==> src/rtl/fa_policy_pkg.sv <==
package fa_policy_pkg;

  typedef enum logic [2:0] {
    ST_IDLE,
    ST_WB,
    ST_FILL,
    ST_DONE,
    ST_WTW,
    ST_FLCHK
  } ctrl_state_e;

endpackage

==> src/rtl/fa_cache_lru.sv <==
module fa_cache_lru #(
  parameter int LINES = 2,
  parameter int WAY_W = 1
) (
  input  logic             clk,
  input  logic             rst,
  input  logic             touch_en,
  input  logic [WAY_W-1:0] touch_way,
  output logic [WAY_W-1:0] victim
);

  localparam int RK_W = WAY_W;

  logic [RK_W-1:0] rank [LINES];
  logic [LINES-1:0] seen;

  always_ff @(posedge clk) begin
    if (rst) begin
      for (int i = 0; i < LINES; i++) rank[i] <= RK_W'(LINES - 1 - i);
    end else if (touch_en) begin
      for (int i = 0; i < LINES; i++) begin
        if (WAY_W'(i) == touch_way)       rank[i] <= '0;
        else if (rank[i] < rank[touch_way]) rank[i] <= rank[i] + 1'b1;
      end
    end
  end

  always_comb begin
    victim = '0;
    for (int i = 0; i < LINES; i++)
      if (rank[i] == RK_W'(LINES - 1)) victim = WAY_W'(i);
  end

  always_comb begin
    seen = '0;
    for (int i = 0; i < LINES; i++) seen[rank[i]] = 1'b1;
  end

  AST_RANK_PERM: assert property (@(posedge clk) disable iff (rst)
    &seen) else $error("LRU ranks are not a permutation");

endmodule

==> src/rtl/fa_cache_tags.sv <==
module fa_cache_tags #(
  parameter int LINES      = 2,
  parameter int WAY_W      = 1,
  parameter int TAG_W      = 3,
  parameter int WRITE_BACK = 1
) (
  input  logic                        clk,
  input  logic                        rst,
  input  logic [TAG_W-1:0]            lk_tag,
  output logic                        hit,
  output logic [WAY_W-1:0]            hit_way,
  output logic [LINES-1:0]            valid_v,
  output logic [LINES-1:0]            dirty_v,
  output logic [LINES-1:0][TAG_W-1:0] tags_v,
  input  logic                        fill_en,
  input  logic [WAY_W-1:0]            fill_way,
  input  logic [TAG_W-1:0]            fill_tag,
  input  logic                        fill_dirty,
  input  logic                        dirty_en,
  input  logic [WAY_W-1:0]            dirty_way,
  input  logic                        inval_en,
  input  logic [WAY_W-1:0]            inval_way
);

  logic [LINES-1:0] hit_v;

  always_ff @(posedge clk) begin
    if (rst) begin
      valid_v <= '0;
      dirty_v <= '0;
      tags_v  <= '0;
    end else begin
      if (inval_en) begin
        valid_v[inval_way] <= 1'b0;
        dirty_v[inval_way] <= 1'b0;
      end
      if (fill_en) begin
        valid_v[fill_way] <= 1'b1;
        dirty_v[fill_way] <= fill_dirty;
        tags_v[fill_way]  <= fill_tag;
      end
      if (dirty_en) dirty_v[dirty_way] <= 1'b1;
    end
  end

  for (genvar g = 0; g < LINES; g++) begin : g_cmp
    assign hit_v[g] = valid_v[g] && (tags_v[g] == lk_tag);
  end

  assign hit = |hit_v;

  always_comb begin
    hit_way = '0;
    for (int i = 0; i < LINES; i++)
      if (hit_v[i]) hit_way = WAY_W'(i);
  end

  AST_HIT_ONEHOT: assert property (@(posedge clk) disable iff (rst)
    $onehot0(hit_v)) else $error("tag held by two lines");

  if (WRITE_BACK == 0) begin : g_wt_chk
    AST_WT_CLEAN: assert property (@(posedge clk) disable iff (rst)
      dirty_v == '0) else $error("dirty line in write-through mode");
  end

endmodule

==> src/rtl/fa_cache_data.sv <==
module fa_cache_data #(
  parameter int WAY_W  = 1,
  parameter int OFF_W  = 1,
  parameter int DATA_W = 8
) (
  input  logic              clk,
  input  logic              wr_en,
  input  logic [WAY_W-1:0]  wr_way,
  input  logic [OFF_W-1:0]  wr_off,
  input  logic [DATA_W-1:0] wr_data,
  input  logic [WAY_W-1:0]  rd_way,
  input  logic [OFF_W-1:0]  rd_off,
  output logic [DATA_W-1:0] rd_data
);

  localparam int IDX_W = WAY_W + OFF_W;
  localparam int DEPTH = 1 << IDX_W;

  logic [DATA_W-1:0] store [DEPTH];

  always_ff @(posedge clk) begin
    if (wr_en) store[{wr_way, wr_off}] <= wr_data;
  end

  assign rd_data = store[{rd_way, rd_off}];

endmodule

==> src/rtl/fa_cache_ctrl.sv <==
module fa_cache_ctrl
  import fa_policy_pkg::*;
#(
  parameter int LINES      = 2,
  parameter int WAY_W      = 1,
  parameter int TAG_W      = 3,
  parameter int OFF_W      = 1,
  parameter int DATA_W     = 8,
  parameter int CNT_W      = 16,
  parameter int WRITE_BACK = 1
) (
  input  logic                        clk,
  input  logic                        rst,
  input  logic                        cpu_req,
  input  logic                        cpu_we,
  input  logic [TAG_W+OFF_W-1:0]      cpu_addr,
  input  logic [DATA_W-1:0]           cpu_wdata,
  output logic [DATA_W-1:0]           cpu_rdata,
  output logic                        cpu_ready,
  input  logic                        flush_req,
  output logic                        flush_ack,
  output logic                        mem_req,
  output logic                        mem_we,
  output logic [TAG_W+OFF_W-1:0]      mem_addr,
  output logic [DATA_W-1:0]           mem_wdata,
  input  logic [DATA_W-1:0]           mem_rdata,
  input  logic                        mem_ack,
  output logic [CNT_W-1:0]            hit_cnt,
  output logic [CNT_W-1:0]            miss_cnt,
  output logic [CNT_W-1:0]            mem_rd_cnt,
  output logic [CNT_W-1:0]            mem_wr_cnt,
  input  logic                        hit,
  input  logic [WAY_W-1:0]            hit_way,
  input  logic [LINES-1:0]            valid_v,
  input  logic [LINES-1:0]            dirty_v,
  input  logic [LINES-1:0][TAG_W-1:0] tags_v,
  input  logic [WAY_W-1:0]            victim,
  output logic                        fill_en,
  output logic [WAY_W-1:0]            fill_way,
  output logic [TAG_W-1:0]            fill_tag,
  output logic                        fill_dirty,
  output logic                        dirty_en,
  output logic [WAY_W-1:0]            dirty_way,
  output logic                        inval_en,
  output logic [WAY_W-1:0]            inval_way,
  output logic                        touch_en,
  output logic [WAY_W-1:0]            touch_way,
  output logic                        dwr_en,
  output logic [WAY_W-1:0]            dwr_way,
  output logic [OFF_W-1:0]            dwr_off,
  output logic [DATA_W-1:0]           dwr_data,
  output logic [WAY_W-1:0]            drd_way,
  output logic [OFF_W-1:0]            drd_off,
  input  logic [DATA_W-1:0]           drd_data
);

  localparam int ADDR_W = TAG_W + OFF_W;
  localparam logic [OFF_W-1:0] LAST_BEAT = {OFF_W{1'b1}};
  localparam logic [WAY_W-1:0] LAST_WAY  = WAY_W'(LINES - 1);
  localparam bit WB_MODE = (WRITE_BACK != 0);

  ctrl_state_e state;
  logic [WAY_W-1:0]  way_q, fidx;
  logic [TAG_W-1:0]  tag_q;
  logic [OFF_W-1:0]  off_q, beat;
  logic              we_q, flushing;
  logic [DATA_W-1:0] wd_q;

  logic [TAG_W-1:0] req_tag;
  logic [OFF_W-1:0] req_off;
  logic             vict_dirty, flush_dirty, accept;

  assign req_tag     = cpu_addr[ADDR_W-1:OFF_W];
  assign req_off     = cpu_addr[OFF_W-1:0];
  assign accept      = (state == ST_IDLE) && cpu_req;
  assign vict_dirty  = WB_MODE && valid_v[victim] && dirty_v[victim];
  assign flush_dirty = WB_MODE && valid_v[fidx] && dirty_v[fidx];

  // data array ports
  always_comb begin
    drd_way = way_q;
    drd_off = off_q;
    if (state == ST_IDLE) begin
      drd_way = hit_way;
      drd_off = req_off;
    end else if (state == ST_WB) begin
      drd_off = beat;
    end
    dwr_en   = 1'b0;
    dwr_way  = way_q;
    dwr_off  = off_q;
    dwr_data = wd_q;
    if (accept && hit && cpu_we) begin
      dwr_en   = 1'b1;
      dwr_way  = hit_way;
      dwr_off  = req_off;
      dwr_data = cpu_wdata;
    end else if (state == ST_FILL && mem_ack) begin
      dwr_en   = 1'b1;
      dwr_off  = beat;
      dwr_data = mem_rdata;
    end else if (state == ST_DONE && we_q) begin
      dwr_en   = 1'b1;
    end
  end

  // memory port
  always_comb begin
    mem_req   = 1'b0;
    mem_we    = 1'b0;
    mem_addr  = {tag_q, beat};
    mem_wdata = drd_data;
    unique case (state)
      ST_WB: begin
        mem_req  = 1'b1;
        mem_we   = 1'b1;
        mem_addr = {tags_v[way_q], beat};
      end
      ST_FILL: mem_req = 1'b1;
      ST_WTW: begin
        mem_req   = 1'b1;
        mem_we    = 1'b1;
        mem_addr  = {tag_q, off_q};
        mem_wdata = wd_q;
      end
      default: ;
    endcase
  end

  // metadata and replacement updates
  always_comb begin
    fill_en    = (state == ST_DONE);
    fill_way   = way_q;
    fill_tag   = tag_q;
    fill_dirty = WB_MODE && we_q;
    dirty_en   = WB_MODE && accept && hit && cpu_we;
    dirty_way  = hit_way;
    inval_en   = 1'b0;
    inval_way  = way_q;
    if (state == ST_FILL) inval_en = 1'b1;
    else if (state == ST_WB && mem_ack && beat == LAST_BEAT) inval_en = 1'b1;
    else if (state == ST_FLCHK && !flush_dirty) begin
      inval_en  = 1'b1;
      inval_way = fidx;
    end
    touch_en  = (accept && hit) || (state == ST_DONE);
    touch_way = (state == ST_DONE) ? way_q : hit_way;
  end

  always_ff @(posedge clk) begin
    if (rst) begin
      state      <= ST_IDLE;
      cpu_ready  <= 1'b0;
      cpu_rdata  <= '0;
      flush_ack  <= 1'b0;
      way_q      <= '0;
      fidx       <= '0;
      tag_q      <= '0;
      off_q      <= '0;
      beat       <= '0;
      we_q       <= 1'b0;
      wd_q       <= '0;
      flushing   <= 1'b0;
      hit_cnt    <= '0;
      miss_cnt   <= '0;
      mem_rd_cnt <= '0;
      mem_wr_cnt <= '0;
    end else begin
      cpu_ready <= 1'b0;
      flush_ack <= 1'b0;
      unique case (state)
        ST_IDLE: begin
          if (cpu_req) begin
            tag_q <= req_tag;
            off_q <= req_off;
            we_q  <= cpu_we;
            wd_q  <= cpu_wdata;
            flushing <= 1'b0;
            if (hit) begin
              hit_cnt   <= hit_cnt + 1'b1;
              way_q     <= hit_way;
              cpu_rdata <= drd_data;
              if (!WB_MODE && cpu_we) state <= ST_WTW;
              else cpu_ready <= 1'b1;
            end else begin
              miss_cnt <= miss_cnt + 1'b1;
              way_q    <= victim;
              beat     <= '0;
              state    <= vict_dirty ? ST_WB : ST_FILL;
            end
          end else if (flush_req) begin
            fidx     <= '0;
            flushing <= 1'b1;
            state    <= ST_FLCHK;
          end
        end
        ST_WB: begin
          if (mem_ack) begin
            mem_wr_cnt <= mem_wr_cnt + 1'b1;
            beat       <= beat + 1'b1;
            if (beat == LAST_BEAT) state <= flushing ? ST_FLCHK : ST_FILL;
          end
        end
        ST_FILL: begin
          if (mem_ack) begin
            mem_rd_cnt <= mem_rd_cnt + 1'b1;
            beat       <= beat + 1'b1;
            if (beat == LAST_BEAT) state <= ST_DONE;
          end
        end
        ST_DONE: begin
          cpu_rdata <= drd_data;
          if (!WB_MODE && we_q) state <= ST_WTW;
          else begin
            cpu_ready <= 1'b1;
            state     <= ST_IDLE;
          end
        end
        ST_WTW: begin
          if (mem_ack) begin
            mem_wr_cnt <= mem_wr_cnt + 1'b1;
            cpu_ready  <= 1'b1;
            state      <= ST_IDLE;
          end
        end
        ST_FLCHK: begin
          if (flush_dirty) begin
            way_q <= fidx;
            beat  <= '0;
            state <= ST_WB;
          end else if (fidx == LAST_WAY) begin
            flush_ack <= 1'b1;
            flushing  <= 1'b0;
            state     <= ST_IDLE;
          end else begin
            fidx <= fidx + 1'b1;
          end
        end
        default: state <= ST_IDLE;
      endcase
    end
  end

  AST_READY_PULSE: assert property (@(posedge clk) disable iff (rst)
    cpu_ready |=> !cpu_ready) else $error("ready longer than one cycle");

  AST_MEM_HOLD: assert property (@(posedge clk) disable iff (rst)
    (mem_req && !mem_ack) |=> (mem_req && $stable(mem_addr) && $stable(mem_we)))
    else $error("memory beat dropped before acknowledge");

  AST_WT_STORE_ONLY: assert property (@(posedge clk) disable iff (rst)
    (!WB_MODE && mem_req && mem_we) |-> (we_q && !flushing))
    else $error("write-through memory write not caused by a store");

  AST_FLUSH_ACK_IDLE: assert property (@(posedge clk) disable iff (rst)
    flush_ack |-> !cpu_ready) else $error("flush and access completed together");

endmodule

==> src/rtl/fa_policy_cache.sv <==
module fa_policy_cache #(
  parameter int LINES      = 2,
  parameter int TAG_W      = 3,
  parameter int OFF_W      = 1,
  parameter int DATA_W     = 8,
  parameter int CNT_W      = 16,
  parameter int WRITE_BACK = 1
) (
  input  logic                    clk,
  input  logic                    rst,
  input  logic                    cpu_req,
  input  logic                    cpu_we,
  input  logic [TAG_W+OFF_W-1:0]  cpu_addr,
  input  logic [DATA_W-1:0]       cpu_wdata,
  output logic [DATA_W-1:0]       cpu_rdata,
  output logic                    cpu_ready,
  input  logic                    flush_req,
  output logic                    flush_ack,
  output logic                    mem_req,
  output logic                    mem_we,
  output logic [TAG_W+OFF_W-1:0]  mem_addr,
  output logic [DATA_W-1:0]       mem_wdata,
  input  logic [DATA_W-1:0]       mem_rdata,
  input  logic                    mem_ack,
  output logic [CNT_W-1:0]        hit_cnt,
  output logic [CNT_W-1:0]        miss_cnt,
  output logic [CNT_W-1:0]        mem_rd_cnt,
  output logic [CNT_W-1:0]        mem_wr_cnt
);

  localparam int ADDR_W = TAG_W + OFF_W;
  localparam int WAY_W  = (LINES > 1) ? $clog2(LINES) : 1;

  logic                        hit;
  logic [WAY_W-1:0]            hit_way, victim;
  logic [LINES-1:0]            valid_v, dirty_v;
  logic [LINES-1:0][TAG_W-1:0] tags_v;
  logic                        fill_en, fill_dirty, dirty_en, inval_en, touch_en;
  logic [WAY_W-1:0]            fill_way, dirty_way, inval_way, touch_way;
  logic [TAG_W-1:0]            fill_tag;
  logic                        dwr_en;
  logic [WAY_W-1:0]            dwr_way, drd_way;
  logic [OFF_W-1:0]            dwr_off, drd_off;
  logic [DATA_W-1:0]           dwr_data, drd_data;

  fa_cache_tags #(
    .LINES(LINES), .WAY_W(WAY_W), .TAG_W(TAG_W), .WRITE_BACK(WRITE_BACK)
  ) u_tags (
    .clk(clk), .rst(rst),
    .lk_tag(cpu_addr[ADDR_W-1:OFF_W]),
    .hit(hit), .hit_way(hit_way),
    .valid_v(valid_v), .dirty_v(dirty_v), .tags_v(tags_v),
    .fill_en(fill_en), .fill_way(fill_way), .fill_tag(fill_tag), .fill_dirty(fill_dirty),
    .dirty_en(dirty_en), .dirty_way(dirty_way),
    .inval_en(inval_en), .inval_way(inval_way)
  );

  fa_cache_lru #(.LINES(LINES), .WAY_W(WAY_W)) u_lru (
    .clk(clk), .rst(rst),
    .touch_en(touch_en), .touch_way(touch_way), .victim(victim)
  );

  fa_cache_data #(.WAY_W(WAY_W), .OFF_W(OFF_W), .DATA_W(DATA_W)) u_data (
    .clk(clk),
    .wr_en(dwr_en), .wr_way(dwr_way), .wr_off(dwr_off), .wr_data(dwr_data),
    .rd_way(drd_way), .rd_off(drd_off), .rd_data(drd_data)
  );

  fa_cache_ctrl #(
    .LINES(LINES), .WAY_W(WAY_W), .TAG_W(TAG_W), .OFF_W(OFF_W),
    .DATA_W(DATA_W), .CNT_W(CNT_W), .WRITE_BACK(WRITE_BACK)
  ) u_ctrl (
    .clk(clk), .rst(rst),
    .cpu_req(cpu_req), .cpu_we(cpu_we), .cpu_addr(cpu_addr), .cpu_wdata(cpu_wdata),
    .cpu_rdata(cpu_rdata), .cpu_ready(cpu_ready),
    .flush_req(flush_req), .flush_ack(flush_ack),
    .mem_req(mem_req), .mem_we(mem_we), .mem_addr(mem_addr), .mem_wdata(mem_wdata),
    .mem_rdata(mem_rdata), .mem_ack(mem_ack),
    .hit_cnt(hit_cnt), .miss_cnt(miss_cnt), .mem_rd_cnt(mem_rd_cnt), .mem_wr_cnt(mem_wr_cnt),
    .hit(hit), .hit_way(hit_way), .valid_v(valid_v), .dirty_v(dirty_v), .tags_v(tags_v),
    .victim(victim),
    .fill_en(fill_en), .fill_way(fill_way), .fill_tag(fill_tag), .fill_dirty(fill_dirty),
    .dirty_en(dirty_en), .dirty_way(dirty_way),
    .inval_en(inval_en), .inval_way(inval_way),
    .touch_en(touch_en), .touch_way(touch_way),
    .dwr_en(dwr_en), .dwr_way(dwr_way), .dwr_off(dwr_off), .dwr_data(dwr_data),
    .drd_way(drd_way), .drd_off(drd_off), .drd_data(drd_data)
  );

endmodule

==> config.mk <==
export PLATFORM = sky130hd
export DESIGN_NAME = fa_policy_cache
export DESIGN_NICKNAME = d
export VERILOG_FILES = /design/src/rtl/fa_policy_pkg.sv /design/src/rtl/fa_cache_lru.sv /design/src/rtl/fa_cache_tags.sv /design/src/rtl/fa_cache_data.sv /design/src/rtl/fa_cache_ctrl.sv /design/src/rtl/fa_policy_cache.sv
export SDC_FILE = /design/constraint.sdc
export NUM_CORES = 1
export LEC_CHECK = 0
export ABC_CLOCK_PERIOD_IN_PS = 3800
export BUFFER_PORTS_ARGS = -buffer_cell sky130_fd_sc_hd__buf_4
export CAP_MARGIN = 25
export CELL_PAD_IN_SITES_DETAIL_PLACEMENT = 1
export CELL_PAD_IN_SITES_GLOBAL_PLACEMENT = 1
export CORE_MARGIN = 2
export CORE_UTILIZATION = 40
export DETAILED_ROUTE_END_ITERATION = 7
export GPL_ROUTABILITY_DRIVEN = 0
export GPL_TIMING_DRIVEN = 0
export PLACE_DENSITY_LB_ADDON = 0.1
export SLEW_MARGIN = 40
export SYNTH_ARGS = -nofsm -noshare
export SYNTH_HDL_FRONTEND = slang
export SYNTH_HIERARCHICAL = 1
export SYNTH_SLANG_ARGS = --single-unit
==> constraint.sdc <==
create_clock -name clk -period 3.8 [get_ports clk]
set_clock_uncertainty 0.05 [all_clocks]
set_input_delay 0.76 -clock clk [delete_from_list [all_inputs] [get_ports clk]]
set_output_delay 0.76 -clock clk [all_outputs]
set_load 0.01 [all_outputs]
== Word-level counts from Yosys, hierarchy flattened ==
Memory sizes are Yosys's and may differ from the RTL's.
Index checks and enable logic that the tools add are counted.
Cells by class
  add/subtract/negate cells: 8
  multipliers: 0
  div/mod/pow operators: 0
  order comparisons: 10
  equal/unequal tests: 24
  shift-type cells: 0
  muxes and demuxes: 118
  bitwise operators: 11
  reduce and logical (&&, ||, !) cells: 37
Operator list (number)
  1-bit two-way mux: 76
  16-bit by 1-bit adder with 16-bit output, second input constant: 4
  3-bit two-way mux: 14
  8-bit two-way mux: 5
  2-bit two-way mux: 9
  2-bit inequality test, second input constant: 8
  8-bit one-hot mux with 2 select lines: 1
  1-bit logical AND: 15
  3-bit one-hot mux with 5 select lines: 1
  2-bit by 1-bit inequality test with 1-bit output, second input constant: 6
  3-bit AND reduction: 4
  1-bit by 2-bit < comparator with 1-bit output, second input constant: 5
  4-bit one-hot mux with 2 select lines: 1
  4-bit AND reduction: 2
  8-bit AND reduction: 1
  6-bit bitwise mux: 1
  3-bit by 2-bit == test with 1-bit output, second input constant: 2
  3-bit == test: 2
  3-bit == test, second input constant: 2
  3-bit inequality test, second input constant: 2
  1-bit one-hot mux with 2 select lines: 3
  1-bit one-hot mux with 3 select lines: 2
  2-bit AND reduction: 3
  2-bit OR reduction: 3
  other kinds (20): 36
Word-level totals
  flip-flop bits (word level): 104
  latch bits: 0
  bits in writable memories: 34
  ROM bits: 0
  input port bits: 26
  output and inout bits: 88
  logic and storage cells: 230
  memories: 2
Memory list
  u_data.store: words 4, width 8, read ports 1, clocked after Yosys merged registers in 0, write ports 1, line fa_cache_data.sv:19  | logic [DATA_W-1:0] store [DEPTH];
  u_lru.rank: words 2, width 1, read ports 3, clocked after Yosys merged registers in 0, write ports 2, line fa_cache_lru.sv:14  | logic [RK_W-1:0] rank [LINES];

== Logic depth before layout (Yosys ltp) ==
Gate-level depths: netlist (run 1).
  depth after elaboration: 21
  gate-level depth with buffers: 10

== By module ==
The synthesis (run 1) kept the hierarchy.
Modules (own cells, without submodules)
  fa_cache_ctrl: times used 1, cells an instance 582, area each 4795.8 µm², seq. area each 1881.8 µm²
  fa_cache_data: times used 1, cells an instance 46, area each 1188.6 µm², seq. area each 960.9 µm²
  fa_cache_tags: times used 1, cells an instance 52, area each 456.7 µm², seq. area each 200.2 µm²
  fa_cache_lru: times used 1, cells an instance 11, area each 126.4 µm², seq. area each 60.1 µm²

== Worst setup path after synthesis (run 1) ==
Ideal clock, no wire load.
  path type: input to register
  start: in cpu_addr[2]
  end: mem u_data.store[0][0], enable pin
  setup time: 385 ps
  arrival: 2909 ps
  slack: 456 ps
  cell stages on the path: 9
  path buffers: 2
  cell sequence: xnor2_1 -> nand2_1 -> o31ai_1 -> clkbuf_1 -> nand3_1 -> clkbuf_1 -> nor2_1 -> a21oi_1 -> nor3b_1
On the way
  elaborated cells between the ends (all ways): 13
  classes of those cells: 2 x eq/ne; 6 x mux; 5 x reduce/logical
RTL lines
  start, declared: line fa_policy_cache.sv:13  | input logic [TAG_W+OFF_W-1:0] cpu_addr,
  3-bit == test: line fa_cache_tags.sv:47  | assign hit_v[g] = valid_v[g] && (tags_v[g] == lk_tag);
  1-bit logical AND: line fa_cache_tags.sv:47
  2-bit OR reduction (*): line fa_cache_tags.sv:50  | assign hit = |hit_v;
  via hit: line fa_policy_cache.sv:34  | logic hit;
  1-bit logical AND (*) (2 in a row): line fa_cache_ctrl.sv:93  | if (accept && hit && cpu_we) begin
  1-bit two-way mux (*): line fa_cache_ctrl.sv:93
  via dwr_off: line fa_policy_cache.sv:43  | logic [OFF_W-1:0] dwr_off, drd_off;
  end, declared: line fa_cache_data.sv:19
Mark *: on every way through the listed nets, which the timed path passes. The rest lies on a longest branch.

== Worst setup path after layout (run 1) ==
  start: in cpu_addr[2]
  end: out mem_wdata[2]
On the way
  longest elaborated chain between the ends: 6
Ends and longest elaborated chain
  3-bit == test: line fa_cache_tags.sv:47
  1-bit logical AND: line fa_cache_tags.sv:47
  1-bit two-way mux: line fa_cache_tags.sv:55  | if (hit_v[i]) hit_way = WAY_W'(i);
  via hit_way: line fa_policy_cache.sv:35  | logic [WAY_W-1:0] hit_way, victim;
  1-bit two-way mux: line fa_cache_ctrl.sv:83  | if (state == ST_IDLE) begin
  via drd_way: line fa_policy_cache.sv:42  | logic [WAY_W-1:0] dwr_way, drd_way;
  memory read 4 x 8 bit
  via drd_data[2]: line fa_policy_cache.sv:44  | logic [DATA_W-1:0] dwr_data, drd_data;
  8-bit two-way mux: line fa_cache_ctrl.sv:113  | unique case (state)
  end, declared: line fa_policy_cache.sv:22  | output logic [DATA_W-1:0] mem_wdata,
The timed path passes the listed nets, and every way through them passes these cells.

==> metrics.cfg, run 1 <==
[placed_design]
placedCellCount = 1019
port_buffers = 112
dp_hpwl_mm = 14.5

[cts]
clock_sink_count = 138
htree_levels = 4
cts-root-buf = clkbuf_16
worstSkewPairLatency_ns = 0.43
cts_tree = built
tritoncts.num_buffers = 17
clock_path_buffers = 2
clkTransAtPathRegs_ns = 0.06
post_cts_buffers = 0

[detailed_routing]
routed_wl_mm = 20.4
wl_per_cell_um = 19.4
viasPerCell = 5.54
drcViolationCount = 0
route.vias.total = 5816
ant_nets = 0
drt_iter0_drc = 333
firstDrtPassIters = 5

[final_layout]
regArea_um2 = 3100
final_util = 0.519
post_layout_nonfiller_instances = 1049
final_nets = 850
antenna-diode-count = 0
drive_gt1_frac = 0.236
multiInputGateArea_um2 = 3280
final_common_cell = buf_4
area_growth_pct = 25.9
final_cell_mix = buf_4 (113), dfxtp_1 (104), nor2_1 (71)
fillers = 1856

[yosys]
synth-main-ff-cell = dfxtp_1
syn-cell-area_um2 = 6570
synthDistinctLibCells = 60
synth_top_area_frac = 0.317
ys_async_sr_fraction = 0
synthesis.nets = 721
yosys_warnings = 6
synth.area.top_cells = dfxtp_1 (32%), edfxtp_1 (16%), a21oi_1 (5.1%), nor2_1 (4.1%), mux2i_1 (4.0%)
syn_inst = 691
synth-edff-count = 34
synth_top_cell_by_area = dfxtp_1
yosysSeqAreaShare = 0.472
ys_ff_latch = 138
avgSynthCellArea_um2 = 9.50

[floorplan]
die_w_um = 132
io_pins = 114
die_area_um2 = 17500
start_util = 0.412
die_h_um = 132
num_rows = 46
core-area_um2 = 15900

[global_route]
grt_pass1_wl_mm = 33.0
grt_max_degree = 20
grt_pass1_vias = 6165
grtUsageTotal = 0.240
grt-ovfl-total = 0
antenna_found_initial = 0

[power_and_ir_drop]
ir_drop_uv = 399
leakagePower_nw = 3.14
p_total_mw = 4.63
power.density_nw_per_um2 = 560

[critical_path]
worstPathArrival_ns = 2.78
endpoint_kind = primary output
worstPathMaxFanout = 8
r2r-end = u_data/store[3][4]
r2r.worst_path.cells = 8
cp_cell_sequence = buf_4, xnor2_1, nand2_1, nor3_4, mux2_2, clkbuf_2, mux4_2, mux2_2, buf_4
cp-start-kind = input pin
cp_slowest_cell = mux4_2
cpPeakStageDelay_ns = 0.40
r2r_slack_ns = 0.39
rr_startpoint = u_tags/tags_v[4]
critPathKind = input pin to primary output
required_ns = 2.99

[sta]
tightest_slew_ns = 0.847
hold_viol_final = 0
drv_slew = 0
max_freq_mhz = 278
period_needed_ns = 3.59
slew_headroom = 0.436
finalCritPeriodShare = 0.945
fin_tns_setup_ns = 0
rsz0062_at_grt = no
setup_viol = 0

[worst_hold_path]
whs_path_depth = 2
holdCritStartpoint = u_ctrl/wd_q[4]
hold_end = u_ctrl/wd_q[4]
hold_path_class = flop to flop

[job]
cap_viol_max_count = 0

[outcome]
status = finished clean

worst max-delay path, delay by kind of cell:
kind          cells  cell delay [ns]
mux               3             0.89
buf+inv           3             0.53
simple gates      2             0.42
xor+xnor          1             0.17
worst max-delay path by stage:
stage / start / to / slack [ns] / cells past startpoint
after floorplan: cpu_addr[2] / u_data/store[0][0] / 0.46 / 9
after global placement: cpu_addr[2] / u_data/store[0][5] / -1.04 / 10
after detailed placement: cpu_addr[2] / u_data/store[0][5] / -0.31 / 10
after CTS: u_ctrl/state[1] / mem_wdata[2] / 0.05 / 7
after global routing: cpu_addr[2] / mem_wdata[2] / 0.07 / 9
final: cpu_addr[2] / mem_wdata[2] / 0.21 / 9
cells in the mapped netlist (3+ instances only):
cell      count
a21oi_1      67
a31oi_1       5
and2_1        4
and3_1        7
and3b_1       5
and4_1        4
buf_1         8
buf_2         6
buf_6         3
clkbuf_1     20
dfxtp_1     104
edfxtp_1     34
ha_1          4
inv_1        13
mux2_2       16
mux2i_1      26
mux4_2        8
nand2_1      64
nand2b_1      6
nand3_1      33
nand3b_1      3
nand4_1      19
nor2_1       71
nor2b_1      12
nor3_1       10
nor4_1        5
o211ai_1      3
o21ai_0      19
o31ai_1      12
or2_2         3
or3_1        12
or4_1        13
xnor2_1      18
xor2_1       21
layout make-up:
| cell class | instances | share of cell area |
|---|---|---|
| Buffer | 37 | 0.0213 |
| Clock buffer | 17 | 0.0514 |
| Clock inverter | 15 | 0.0159 |
| Inverter | 13 | 0.00590 |
| Multi-Input combinational cell | 501 | 0.396 |
| Sequential cell | 138 | 0.375 |
| Tap cell | 216 | 0.0327 |
| Timing Repair Buffer | 112 | 0.102 |
power breakdown:
part,switching [mW],internal [mW],total (mW)
Clock,0.726,0.858,1.58
Combinational,0.753,0.588,1.34
Sequential,0.0871,1.62,1.71
sequential cells by signal, indices dropped and copies added, names as in the netlist, 2 cells and up:
name and flops:
u_ctrl/cpu_rdata 8, u_tags/tags_v 6, u_ctrl/mem_rd_cnt 16, u_ctrl/mem_wr_cnt 16, u_ctrl/miss_cnt 16, u_data/store 32, u_ctrl/fill_tag 3, u_lru/rank 2
u_tags/dirty_v 2, u_ctrl/wd_q 8, u_ctrl/hit_cnt 16, u_tags/valid_v 2, u_ctrl/state 3
routing by layer:
layer / global-route usage / routed length [µm]
met2: 0.419 / 10400
met3: 0.0465 / 977
met1: 0.288 / 8540
met4: 0.101 / 461
met5: 0 / 0
repair_timing:
action / 4_1_cts / 5_1_grt
gates resized for setup: 3 / 5
gates cloned: 0 / 0
hold buffers: 0 / 0
endpoints found under the setup margin: 8 / 20
cell families (layout without fill, tap and decap cells):
logic type,count (synthesis),count (layout),synth area share
muxes,52,52,0.0979
DFF,138,138,0.472
buffers and inverters,52,194,0.0351
and+or+nand+nor,287,287,0.231
xor gates and xnor gates,39,39,0.0520
AOI/OAI and AO/OA,119,119,0.104
adders and majority gates,4,4,0.00762
stage by stage:
step	hold WS [ns]	cell area, µm²	setup slack [ns]
5_1_grt	0.452	8270	0.0718
6_report	0.425	8270	0.209
4_1_cts	0.422	8250	0.0482
3_3_place_gp	0.403	7680	-1.04
3_5_place_dp	0.412	7690	-0.310
2_1_floorplan	0.395	6570	0.456
(Power assumes the default switching activity.)
==> run 2: changes to the inputs <==
--- a/config.mk
+++ b/config.mk
@@ -8,14 +8,11 @@
 export ABC_CLOCK_PERIOD_IN_PS = 3800
 export BUFFER_PORTS_ARGS = -buffer_cell sky130_fd_sc_hd__buf_4
 export CAP_MARGIN = 25
-export CELL_PAD_IN_SITES_DETAIL_PLACEMENT = 1
-export CELL_PAD_IN_SITES_GLOBAL_PLACEMENT = 1
 export CORE_MARGIN = 2
 export CORE_UTILIZATION = 40
 export DETAILED_ROUTE_END_ITERATION = 7
 export GPL_ROUTABILITY_DRIVEN = 0
 export GPL_TIMING_DRIVEN = 0
-export PLACE_DENSITY_LB_ADDON = 0.1
 export SLEW_MARGIN = 40
 export SYNTH_ARGS = -nofsm -noshare
 export SYNTH_HDL_FRONTEND = slang
==> run 2 against run 1 <==
Final area increased by 0.36%; sequential share of layout area down 0.14 points; clock power is 9% higher; total power up 2.1%; wire length shrank 11%; count of clock-buffer cells in the layout increased by 1; critical path depth did not move; sequential cell count stayed put; largest cell class unchanged; highest routed layer unchanged.
==> metrics.cfg, run 2 (synthesized netlist as in run 1, its figures left out) <==
[power_and_ir_drop]
comb_power_share = 0.275
p_sw_mw = 1.44
ir_drop_uv = 363
leakagePower_nw = 3.17
power.density_nw_per_um2 = 570
p_int_mw = 3.30
p_seq_frac = 0.361
power.share.clock = 0.364
swShare = 0.304
p_total_mw = 4.73

[global_route]
grt_max_degree = 20
grt_pass1_wl_mm = 28.9
antenna_found_initial = 0
grt_pass1_vias = 5565
grtUsageTotal = 0.209
grt-ovfl-total = 0

[cts]
clock_sink_count = 138
clkTransAtPathRegs_ns = 0.05
cts_tree = built
hold_buffers = 0
post_cts_buffers = 0
htree_levels = 4
tritoncts.num_buffers = 17
clock_path_buffers = 2
worstSkewPairLatency_ns = 0.42
cts-root-buf = clkbuf_16

[floorplan]
core-area_um2 = 15900
die_area_um2 = 17500
die_w_um = 132
io_pins = 114
die_h_um = 132
start_util = 0.412
num_rows = 46

[sta]
hold_viol_final = 0
period_needed_ns = 3.64
drv_slew = 0
finalCritPeriodShare = 0.957
max_freq_mhz = 275
tightest_slew_ns = 0.841
fin_tns_setup_ns = 0
setup_viol = 0
rsz0062_at_grt = no
slew_headroom = 0.440
fin_hold_ws_ns = 0.427

[final_layout]
final_common_cell = buf_4
post_layout_nonfiller_instances = 1049
drive_gt1_frac = 0.229
largest_register_ffs = 32
fin_area_um2 = 8300
final_cell_mix = buf_4 (113), dfxtp_1 (104), nor2_1 (71)
final_nets = 850
area_growth_pct = 26.4
regMostFlops = u_data/store
fillers = 1481
antenna-diode-count = 0

[placed_design]
placedCellCount = 1019
placed_area_um2 = 7690
port_buffers = 112
dp_hpwl_mm = 13.0

[detailed_routing]
routed_wl_mm = 18.1
viasPerCell = 5.43
drcViolationCount = 0
firstDrtPassIters = 5
drt_iter0_drc = 266
route.vias.total = 5699
wl_per_cell_um = 17.3
ant_nets = 0

[job]
cap_viol_max_count = 0

[critical_path]
critPathKind = input pin to primary output
rr_startpoint = u_tags/tags_v[4]
worstPathMaxFanout = 8
required_ns = 2.99
critPathLaunch = cpu_addr[2]
worstPathArrival_ns = 2.83
endpoint_kind = primary output
cp-start-kind = input pin

[outcome]
status = finished clean

[worst_hold_path]
holdCritStartpoint = u_ctrl/wd_q[3]
hold_path_class = flop to flop

-- run 2: cell count changes in the layout (fill, tap and decap cells not counted), sizes merged --
cell      change
bufinv        +4
clkbuf        +1
clkinv        +5
clkinvlp      -2
inv           -8
-- run 2: worst paths after layout --
kind	endpoint	slack, ns	cells after the start
hold reg to reg	u_ctrl/wd_q[3]	0.43	2
setup reg to reg	u_data/store[1][7]	0.32	8
hold / removal	u_ctrl/wd_q[3]	0.43	2
setup / recovery	mem_wdata[6]	0.16	9
-- run 2: metrics by stage --
step	utilization	setup WS, ns
2_1_floorplan	-	0.456
3_3_place_gp	0.482	-0.935
3_5_place_dp	0.482	-0.208
4_1_cts	0.521	0.0249
5_1_grt	0.521	0.000611
6_report	0.521	0.162
-- run 2: what timing repair did --
item                                    CTS  global route
pin swaps                                 0             0
gates resized for setup                   2             0
endpoints found under the setup margin    8             8
-- run 2: worst max-delay path, stage by stage --
cell	delay (ns)
buf_4	0.13
xnor2_1	0.13
nand2_1	0.13
nor3_2	0.35
mux2_2	0.23
clkbuf_2	0.26
mux4_2	0.41
mux2_2	0.29
buf_4	0.14
-- run 2: power groups by stage --
| stage | logic, mW | clock network, mW | registers, mW |
|---|---|---|---|
| 6_report | 1.30 | 1.72 | 1.71 |
| 5_1_grt | 1.42 | 1.81 | 1.72 |
| 4_1_cts | 1.31 | 1.75 | 1.71 |
| 3_5_place_dp | 1.30 | 0 | 1.74 |
| 3_3_place_gp | 1.29 | 0 | 1.73 |
| 2_1_floorplan | 0.849 | 0 | 1.72 |
-- run 2: final cells by class --
type	instances	area, µm²	area share
clock buffer	18	429	0.0517
multi-input combinational	501	3260	0.392
tap	216	270	0.0326
timing repair buffer	112	841	0.101
inverter	13	48.8	0.00588
sequential	138	3100	0.374
clock inverter	14	179	0.0216
buffer	37	175	0.0211
-- run 2: metal layers --
metal	share of wire	GRT usage	wire length (µm)
met1	0.44	0.266	7910
met2	0.49	0.355	8950
met3	0.056	0.0442	1010
met4	0.013	0.0676	238
met5	0	0	0
